==> config.mk <==
export PLATFORM = sky130hd
export DESIGN_NAME = hdr_ratio_detect
export DESIGN_NICKNAME = d
export VERILOG_FILES = /design/src/rtl/hdr_ratio_pkg.sv /design/src/rtl/hdr_word_counter.sv /design/src/rtl/hdr_ratio_encode.sv /design/src/rtl/hdr_field_capture.sv /design/src/rtl/hdr_ratio_detect.sv
export SDC_FILE = /design/constraint.sdc
export NUM_CORES = 1
export LEC_CHECK = 0
export ABC_AREA = 0
export BUFFER_PORTS_ARGS = -buffer_cell sky130_fd_sc_hd__buf_2
export CAP_MARGIN = 20
export CORE_MARGIN = 8
export CORE_UTILIZATION = 42
export DETAILED_ROUTE_END_ITERATION = 10
export GPL_TIMING_DRIVEN = 0
export HOLD_SLACK_MARGIN = 0.15
export PLACE_DENSITY = 0.88
export SETUP_SLACK_MARGIN = 0.1
export SLEW_MARGIN = 15
export SYNTH_ARGS = -nofsm -noshare
export SYNTH_HDL_FRONTEND = slang
export SYNTH_SLANG_ARGS = --single-unit
==> constraint.sdc <==
create_clock -name clk -period 2.1 [get_ports clk]
set_input_delay 0.42 -clock clk [delete_from_list [all_inputs] [get_ports clk]]
set_output_delay 0.42 -clock clk [all_outputs]
set_load 0.05 [all_outputs]
==> src/rtl/hdr_ratio_pkg.sv <==
package hdr_ratio_pkg;

  typedef enum logic [1:0] {
    RATIO_X1 = 2'd0,
    RATIO_X2 = 2'd1,
    RATIO_X4 = 2'd2,
    RATIO_X8 = 2'd3
  } ratio_e;

  localparam int unsigned DEF_WORD_W  = 32;
  localparam int unsigned DEF_ENC_IDX = 69;
  localparam int unsigned DEF_ENC_LO  = 2;
  localparam int unsigned DEF_ENC_HI  = 3;
  localparam int unsigned DEF_CMP_IDX = 229;
  localparam int unsigned DEF_CMP_BIT = 1;

endpackage

==> src/rtl/hdr_word_counter.sv <==
module hdr_word_counter #(
  parameter int unsigned LAST_IDX = 229,
  parameter int unsigned IDX_W    = $clog2(LAST_IDX + 2)
) (
  input  logic             clk,
  input  logic             rst,
  input  logic             img_start,
  input  logic             word_valid,
  output logic [IDX_W-1:0] cur_idx,
  output logic             accept
);

  logic [IDX_W-1:0] cnt_q;

  // A start in the same beat makes this beat word 0
  assign cur_idx = img_start ? '0 : cnt_q;
  assign accept  = word_valid && (cur_idx <= IDX_W'(LAST_IDX));

  always_ff @(posedge clk) begin
    if (rst) begin
      cnt_q <= '0;
    end else if (accept) begin
      cnt_q <= cur_idx + 1'b1;
    end else if (img_start) begin
      cnt_q <= '0;
    end
  end


  cnt_hold_chk: assert property (@(posedge clk) disable iff (rst)
    (!word_valid && !img_start) |=> $stable(cnt_q));

endmodule

==> src/rtl/hdr_ratio_encode.sv <==
module hdr_ratio_encode
  import hdr_ratio_pkg::*;
(
  input  logic       enc,
  input  logic       cmp,
  input  logic       wide,
  output logic [1:0] code
);

  always_comb begin
    if (!enc && !cmp) begin
      code = RATIO_X1;
    end else begin
      code = cmp ? RATIO_X4 : RATIO_X2;
      if (wide) code = code + 2'd1;
    end
  end

endmodule

==> src/rtl/hdr_field_capture.sv <==
module hdr_field_capture #(
  parameter int unsigned WORD_W  = 32,
  parameter int unsigned ENC_IDX = 69,
  parameter int unsigned ENC_LO  = 2,
  parameter int unsigned ENC_HI  = 3,
  parameter int unsigned CMP_IDX = 229,
  parameter int unsigned CMP_BIT = 1,
  parameter int unsigned IDX_W   = $clog2(CMP_IDX + 2)
) (
  input  logic              clk,
  input  logic              rst,
  input  logic              img_start,
  input  logic              accept,
  input  logic [IDX_W-1:0]  cur_idx,
  input  logic [WORD_W-1:0] word_data,
  input  logic              word_last,
  input  logic              wide_mode,
  output logic              enc_q,
  output logic              cmp_q,
  output logic [1:0]        code_q,
  output logic              valid_q,
  output logic              err_q
);

  logic       hit_enc, hit_cmp, cmp_now;
  logic [1:0] code_now;

  assign hit_enc = accept && (cur_idx == IDX_W'(ENC_IDX));
  assign hit_cmp = accept && (cur_idx == IDX_W'(CMP_IDX));
  assign cmp_now = ~word_data[CMP_BIT];

  hdr_ratio_encode u_enc (
    .enc  (enc_q),
    .cmp  (cmp_now),
    .wide (wide_mode),
    .code (code_now)
  );

  always_ff @(posedge clk) begin
    if (rst) begin
      enc_q   <= 1'b0;
      cmp_q   <= 1'b0;
      code_q  <= '0;
      valid_q <= 1'b0;
      err_q   <= 1'b0;
    end else begin
      valid_q <= 1'b0;
      if (img_start) begin
        enc_q  <= 1'b0;
        cmp_q  <= 1'b0;
        code_q <= '0;
        err_q  <= 1'b0;
      end
      if (hit_enc) enc_q <= |word_data[ENC_HI:ENC_LO];
      if (hit_cmp) begin
        cmp_q   <= cmp_now;
        code_q  <= code_now;
        valid_q <= 1'b1;
      end
      if (accept && word_last && (cur_idx < IDX_W'(CMP_IDX))) err_q <= 1'b1;
    end
  end


  valid_pulse_chk: assert property (@(posedge clk) disable iff (rst)
    valid_q |=> !valid_q);


  err_sticky_chk: assert property (@(posedge clk) disable iff (rst)
    (err_q && !img_start) |=> err_q);


  code_hold_chk: assert property (@(posedge clk) disable iff (rst)
    !$stable(code_q) |-> ($past(img_start) || valid_q));

endmodule

==> src/rtl/hdr_ratio_detect.sv <==
module hdr_ratio_detect
  import hdr_ratio_pkg::*;
#(
  parameter int unsigned WORD_W  = DEF_WORD_W,
  parameter int unsigned ENC_IDX = DEF_ENC_IDX,
  parameter int unsigned ENC_LO  = DEF_ENC_LO,
  parameter int unsigned ENC_HI  = DEF_ENC_HI,
  parameter int unsigned CMP_IDX = DEF_CMP_IDX,
  parameter int unsigned CMP_BIT = DEF_CMP_BIT
) (
  input  logic              clk,
  input  logic              rst,
  input  logic              img_start,
  input  logic              word_valid,
  input  logic [WORD_W-1:0] word_data,
  input  logic              word_last,
  input  logic              wide_mode,
  output logic              is_encrypted,
  output logic              is_compressed,
  output logic [1:0]        ratio_code,
  output logic              ratio_valid,
  output logic              short_err
);

  localparam int unsigned IDX_W = $clog2(CMP_IDX + 2);

  logic [IDX_W-1:0] cur_idx;
  logic             accept;

  hdr_word_counter #(
    .LAST_IDX (CMP_IDX),
    .IDX_W    (IDX_W)
  ) u_cnt (
    .clk        (clk),
    .rst        (rst),
    .img_start  (img_start),
    .word_valid (word_valid),
    .cur_idx    (cur_idx),
    .accept     (accept)
  );

  hdr_field_capture #(
    .WORD_W  (WORD_W),
    .ENC_IDX (ENC_IDX),
    .ENC_LO  (ENC_LO),
    .ENC_HI  (ENC_HI),
    .CMP_IDX (CMP_IDX),
    .CMP_BIT (CMP_BIT),
    .IDX_W   (IDX_W)
  ) u_cap (
    .clk       (clk),
    .rst       (rst),
    .img_start (img_start),
    .accept    (accept),
    .cur_idx   (cur_idx),
    .word_data (word_data),
    .word_last (word_last),
    .wide_mode (wide_mode),
    .enc_q     (is_encrypted),
    .cmp_q     (is_compressed),
    .code_q    (ratio_code),
    .valid_q   (ratio_valid),
    .err_q     (short_err)
  );


  reset_zero_chk: assert property (@(posedge clk)
    rst |=> (!is_encrypted && !is_compressed && ratio_code == 2'd0 &&
             !ratio_valid && !short_err));


  strobe_excl_chk: assert property (@(posedge clk) disable iff (rst)
    !(ratio_valid && short_err));


  plain_x1_chk: assert property (@(posedge clk) disable iff (rst)
    (ratio_valid && !is_encrypted && !is_compressed) |-> ratio_code == 2'd0);

endmodule

== Yosys cells after proc, flatten, opt, wreduce, memory -nomap -nowiden ==
Index checks and enable logic that the tools add are counted.

* Add/subtract/negate cells: 2
* Magnitude comparators: 2
* Eq/ne operators: 2
* Mux-type cells: 12
* Bitwise gates (word level): 1
* Reductions and logical operators: 11

{| class="wikitable"
|+ Operators with widths
! kind !! count
|-
| $mux W8 || 2
|-
| $mux W2 || 5
|-
| $add A8 B1 Y8 const B || 1
|-
| $eq A8 B7 Y1 const B || 1
|-
| $eq A8 B8 Y1 const B || 1
|-
| $le A8 B8 Y1 const B || 1
|-
| $lt A8 B8 Y1 const B || 1
|-
| $logic_and A1 B1 Y1 || 6
|-
| $reduce_bool A2 Y1 || 3
|-
| $mux W1 || 5
|-
| $add A2 B1 Y2 const B || 1
|-
| $reduce_or A2 Y1 || 1
|-
| $logic_not A1 Y1 || 1
|-
| $not A1 Y1 || 1
|}

* Flip-flop bits (word level): 14
* Bits of input ports: 38
* Output and inout port bits: 6
* Word-level logic and storage cells: 36

== Logic depth before layout (Yosys ltp) ==
* Depth after elaboration: 6
* Gate-level depth with buffers: 9
* Depth with buffers taken out: 8

== By module ==
A second synthesis with hierarchy kept.

* Cell total of the unflattened synthesis: 112
* Area total of the unflattened synthesis: 970.9 sq um

{| class="wikitable"
|+ Modules (own cells, without submodules)
! module !! instances !! cells an instance !! area an instance (sq um) !! seq. area each (sq um)
|-
| hdr_word_counter || 1 || 73 || 616.8 || 160.2
|-
| hdr_field_capture || 1 || 34 || 314.1 || 120.1
|-
| hdr_ratio_encode || 1 || 5 || 40.0 || 0.0
|}

== Worst setup path before layout ==
Ideal clock, no wire load.

* Path kind: input to register
* Start: in img_start
* End: reg u_cnt.cnt_q[2]
* Setup time: 123 ps
* Arrival: 1,821 ps
* Required time: 1,977 ps
* Slack: 156 ps
* Stages on the path: 8
* Buffers on the path: 1
* Cell sequence: buf_6 -> nor2b_1 -> inv_1 -> ha_1 -> and4bb_4 -> and3_1 -> a31oi_1 -> mux2_1

* Word-level cells in the longest chain between the ends: 4
* Elaborated cells between the ends (all ways): 5
* Classes of those cells: add/sub (1); order compare (1); mux (2); reduce/logical (1)

{| class="wikitable"
|+ Ends and longest elaborated chain
! what !! RTL line !! source
|-
| from (decl) || hdr_ratio_detect.sv:13 || <nowiki>input logic img_start,</nowiki>
|-
| $mux W8 (*) || n/a ||
|-
| $le A8 B8 Y1 || hdr_word_counter.sv:17 || <nowiki>assign accept = word_valid && (cur_idx <= IDX_W'(LAST_IDX));</nowiki>
|-
| $logic_and A1 B1 Y1 || hdr_word_counter.sv:17 ||
|-
| $mux W8 (*) || hdr_word_counter.sv:22 || <nowiki>end else if (accept) begin</nowiki>
|-
| to (signal assigned) || hdr_word_counter.sv:23 || <nowiki>cnt_q <= cur_idx + 1'b1;</nowiki>
|-
| to (decl) || hdr_word_counter.sv:13 || <nowiki>logic [IDX_W-1:0] cnt_q;</nowiki>
|}

Mark *: on every way between the ends. The rest lies on a longest branch, timed or not.
A chain may end at the register's enable or synchronous reset.

== Worst setup path in the final report ==
* Start: in img_start
* End: reg u_cnt.cnt_q[3]

Same word-level chain as after synthesis.

==> flow_summary.yaml <==
die:
  core-area_um2: 1750
  dieWidth_um: 59.3
  io_pins: 44
  initial_core_util: 0.450
  fp.dieArea_um2: 3510
  row_count: 15
  die_h_um: 59.3
grt:
  grt_overflow: 0
  grt_pass1_wl_um: 2910
  grt_use_total: 0.105
  grt_max_degree: 11
  grt_pass1_vias: 638
  antenna_found_initial: 0
timing:
  finalSetupTns_ns: 0
  finalSetupViolations: 0
  fin_worst_skew_ns: 0.00415
  rsz0062_at_grt: "false"
  min_period_ns: 1.89
  max_freq_mhz: 530
  drv_slew: 0
  max-slew-margin-rel: 0.700
  worst_pin_slew_ns: 0.449
  fin_crit_sh: 0.898
  finalHoldViolCount: 0
worst_setup_path:
  cp-start-kind: "input port"
  slowest_delay_ns: 0.34
  crit_fanout: 7
  rrSetupSlack_ns: 0.28
  cp_data_required_time_ns: 2.27
  r2r-start: "u_cnt.cnt_q[1]$_SDFF_PP0_"
  end_kind: "register"
  arrival_ns: 2.05
  worst-path-buf-inv: 4
  critPathCapture: "u_cnt.cnt_q[3]$_SDFF_PP0_"
  crit_family: "simple AND/OR/NAND/NOR gates"
  reg2reg_to: "u_cnt.cnt_q[3]$_SDFF_PP0_"
  worst-path-stages: 10
  slowest_stage: "mux2_1"
  setup.worst_path.start: "img_start"
  rr_worst_depth: 7
  cp_cell_sequence: "buf_2, buf_8, clkinvlp_4, nand2_2, inv_2, ha_1, and4bb_4, and3_1, a31oi_1, mux2_1"
  crit_type: "input port to register"
synthesis:
  ys_types: 34
  avgSynthCellArea_um2: 9.35
  yosysTopAreaCellShare: 0.357
  netlist_area_um2: 786
  synth_nets: 126
  yosys_register_bits: 14
  yosysTopAreaCell: "dfxtp_1"
  async_reset_ff_frac: 0
  synth_warnings: 0
  ys_top_cells_by_count: "14 x dfxtp_1, 6 x nor2_1, 5 x nor3_1"
  ys_top_cells_by_area: "dfxtp_1 36%, ha_1 6.4%, mux2_1 4.3%, xor2_1 3.3%, nor2b_1 3.2%"
  syn_inst: 84
  synth_edf_count: 0
  synth-main-ff-cell: "dfxtp_1"
  synth_most_common_cell: "dfxtp_1"
  yosysSeqAreaShare: 0.357
pwr:
  power.density_nw_per_um2: 501
  p_seq_frac: 0.573
  power_frac_comb: 0.110
  clock_power_share: 0.317
  power_w: 0.000471
  power_switching_w: 0.000114
  vdd_ir_drop_max_mv: 0.467
  p_sw_frac: 0.241
  internal_power_w: 0.000357
  power_leakage_nw: 0.385
final_layout:
  drive_above_1_share: 0.291
  areaGrowthSynthToFinish_pct: 19.6
  stdcell_count: 128
  layout.nets: 147
  multiInputGateArea_um2: 477
  final_core_util: 0.538
  diodes: 0
  regArea_um2: 280
  stdcell_area_um2: 940
  n_fill_cell: 163
cts:
  cts_root_buffer: "clkbuf_4"
  numClockSinks: 14
  h-tree-depth: 1
  clk_latency_ns: 0.28
  clk_pin_slew_worst_paths_ns: 0.08
  cts_buffer_depth: 2
  cts_buffers: 3
  cts_tree: "yes"
drt:
  post-route-drc-count: 0
  drt-total-wl_um: 1750
  dr.pass1.iters: 4
  drt_iter0_drc: 26
  routed_via_density: 5.46
  dr_total_vias: 699
  drtAntennaViolNets: 0
  wire_per_inst_um: 13.7
job:
  max_cap_violations: 0
placement:
  hpwl_um: 1320
  placed_area_um2: 882
  portBuffers: 13
  gp_congestion: 0.882
  place_inst: 122
outcome:
  status: "completed"
worst_hold_path:
  worstHoldPathType: "input port to register"
power by group through the flow:
stage	clock network (W)	registers, W	logic, W
after floorplan	0	0.000279	0.0000248
after global placement	0	0.000276	0.0000428
after detailed placement	0	0.000276	0.0000444
after CTS	0.000154	0.000270	0.0000448
after global routing	0.000163	0.000271	0.0000566
final	0.000149	0.000270	0.0000516
how the worst min path moves through the flow:
stage | start | end | cells after the start
finish | word_last | u_cap.err_q$_SDFFE_PP0P_ | 3
global route | word_last | u_cap.err_q$_SDFFE_PP0P_ | 3
CTS | word_last | u_cap.err_q$_SDFFE_PP0P_ | 3
detailed placement | u_cap.code_q[1]$_SDFFE_PP0P_ | u_cap.code_q[1]$_SDFFE_PP0P_ | 2
global placement | u_cap.code_q[1]$_SDFFE_PP0P_ | u_cap.code_q[1]$_SDFFE_PP0P_ | 2
floorplan | u_cnt.cnt_q[7]$_SDFF_PP0_ | u_cnt.cnt_q[7]$_SDFF_PP0_ | 2
logic make-up (layout without fill, tap and decap cells):
| group | after synthesis | after routing | synth area share |
|---|---|---|---|
| flip-flops | 14 | 14 | 0.357 |
| multiplexers | 5 | 5 | 0.0701 |
| buffers and inverters | 7 | 26 | 0.0430 |
| adder cells (fa/ha/maj) | 4 | 4 | 0.0637 |
| XOR/XNOR | 3 | 3 | 0.0334 |
| AND/OR/NAND/NOR | 41 | 41 | 0.338 |
| AO/OA/AOI/OAI | 10 | 10 | 0.0955 |
repair_timing:
item,in CTS,in global routing
setup endpoints to repair,0,4
hold buffers,0,0
buffers inserted,0,3
gates resized for setup,0,5
cell type report:
class,count,share of cell area
multi-input combinational,63,0.507
sequential,14,0.298
timing repair buffer,16,0.0932
tap,25,0.0333
clock buffer,3,0.0240
buffer,3,0.0240
inverter,4,0.0200
worst register-to-register path: cells and delay by family (launching register included):
kind,cells,cell delay (ns)
multiplexers,1,0.34
flip-flops,1,0.34
AO/OA/AOI/OAI,1,0.16
adder cells (fa/ha/maj),1,0.20
buffers and inverters,1,0.08
AND/OR/NAND/NOR,3,0.59
layout by cell type, fill, tap and decap left out, types with 2 or more instances in the layout:
cell	synthesis	final
dfxtp_1	14	14
buf_2	0	13
nor2_1	6	6
nor3_1	5	5
ha_1	4	4
a31oi_1	3	3
nand3_1	3	3
nand4_1	3	3
xor2_1	3	3
a21oi_1	3	3
nor2b_1	4	3
and3_1	3	3
mux2_1	3	3
clkbuf_4	0	3
buf_4	0	3
inv_1	4	2
nand2_1	3	2
and4b_1	2	2
nand2b_1	2	2
or3_1	2	2
routing by layer:
metal / global-route usage / share of wire / vias up
met4: 0.0375 / 0.0097 / 0
met2: 0.166 / 0.49 / 16
met5: 0 / 0 / -
met3: 0.0456 / 0.044 / 2
li1: - / - / 348
met1: 0.122 / 0.46 / 333
metrics by stage:
stage / hold WS, ns / setup slack, ns
floorplan: 0.523 / 0.156
global placement: 0.452 / -0.0615
detailed placement: 0.459 / -0.154
CTS: 0.412 / 0.134
global route: 0.434 / 0.114
finish: 0.407 / 0.214
sequential cells by signal, summed over array words and instances (netlist names):
signal,count
u_cnt.cnt_q,8
u_cap.code_q,2
u_cap.cmp_q,1
u_cap.enc_q,1
u_cap.err_q,1
u_cap.valid_q,1
(Power assumes the default switching activity.)
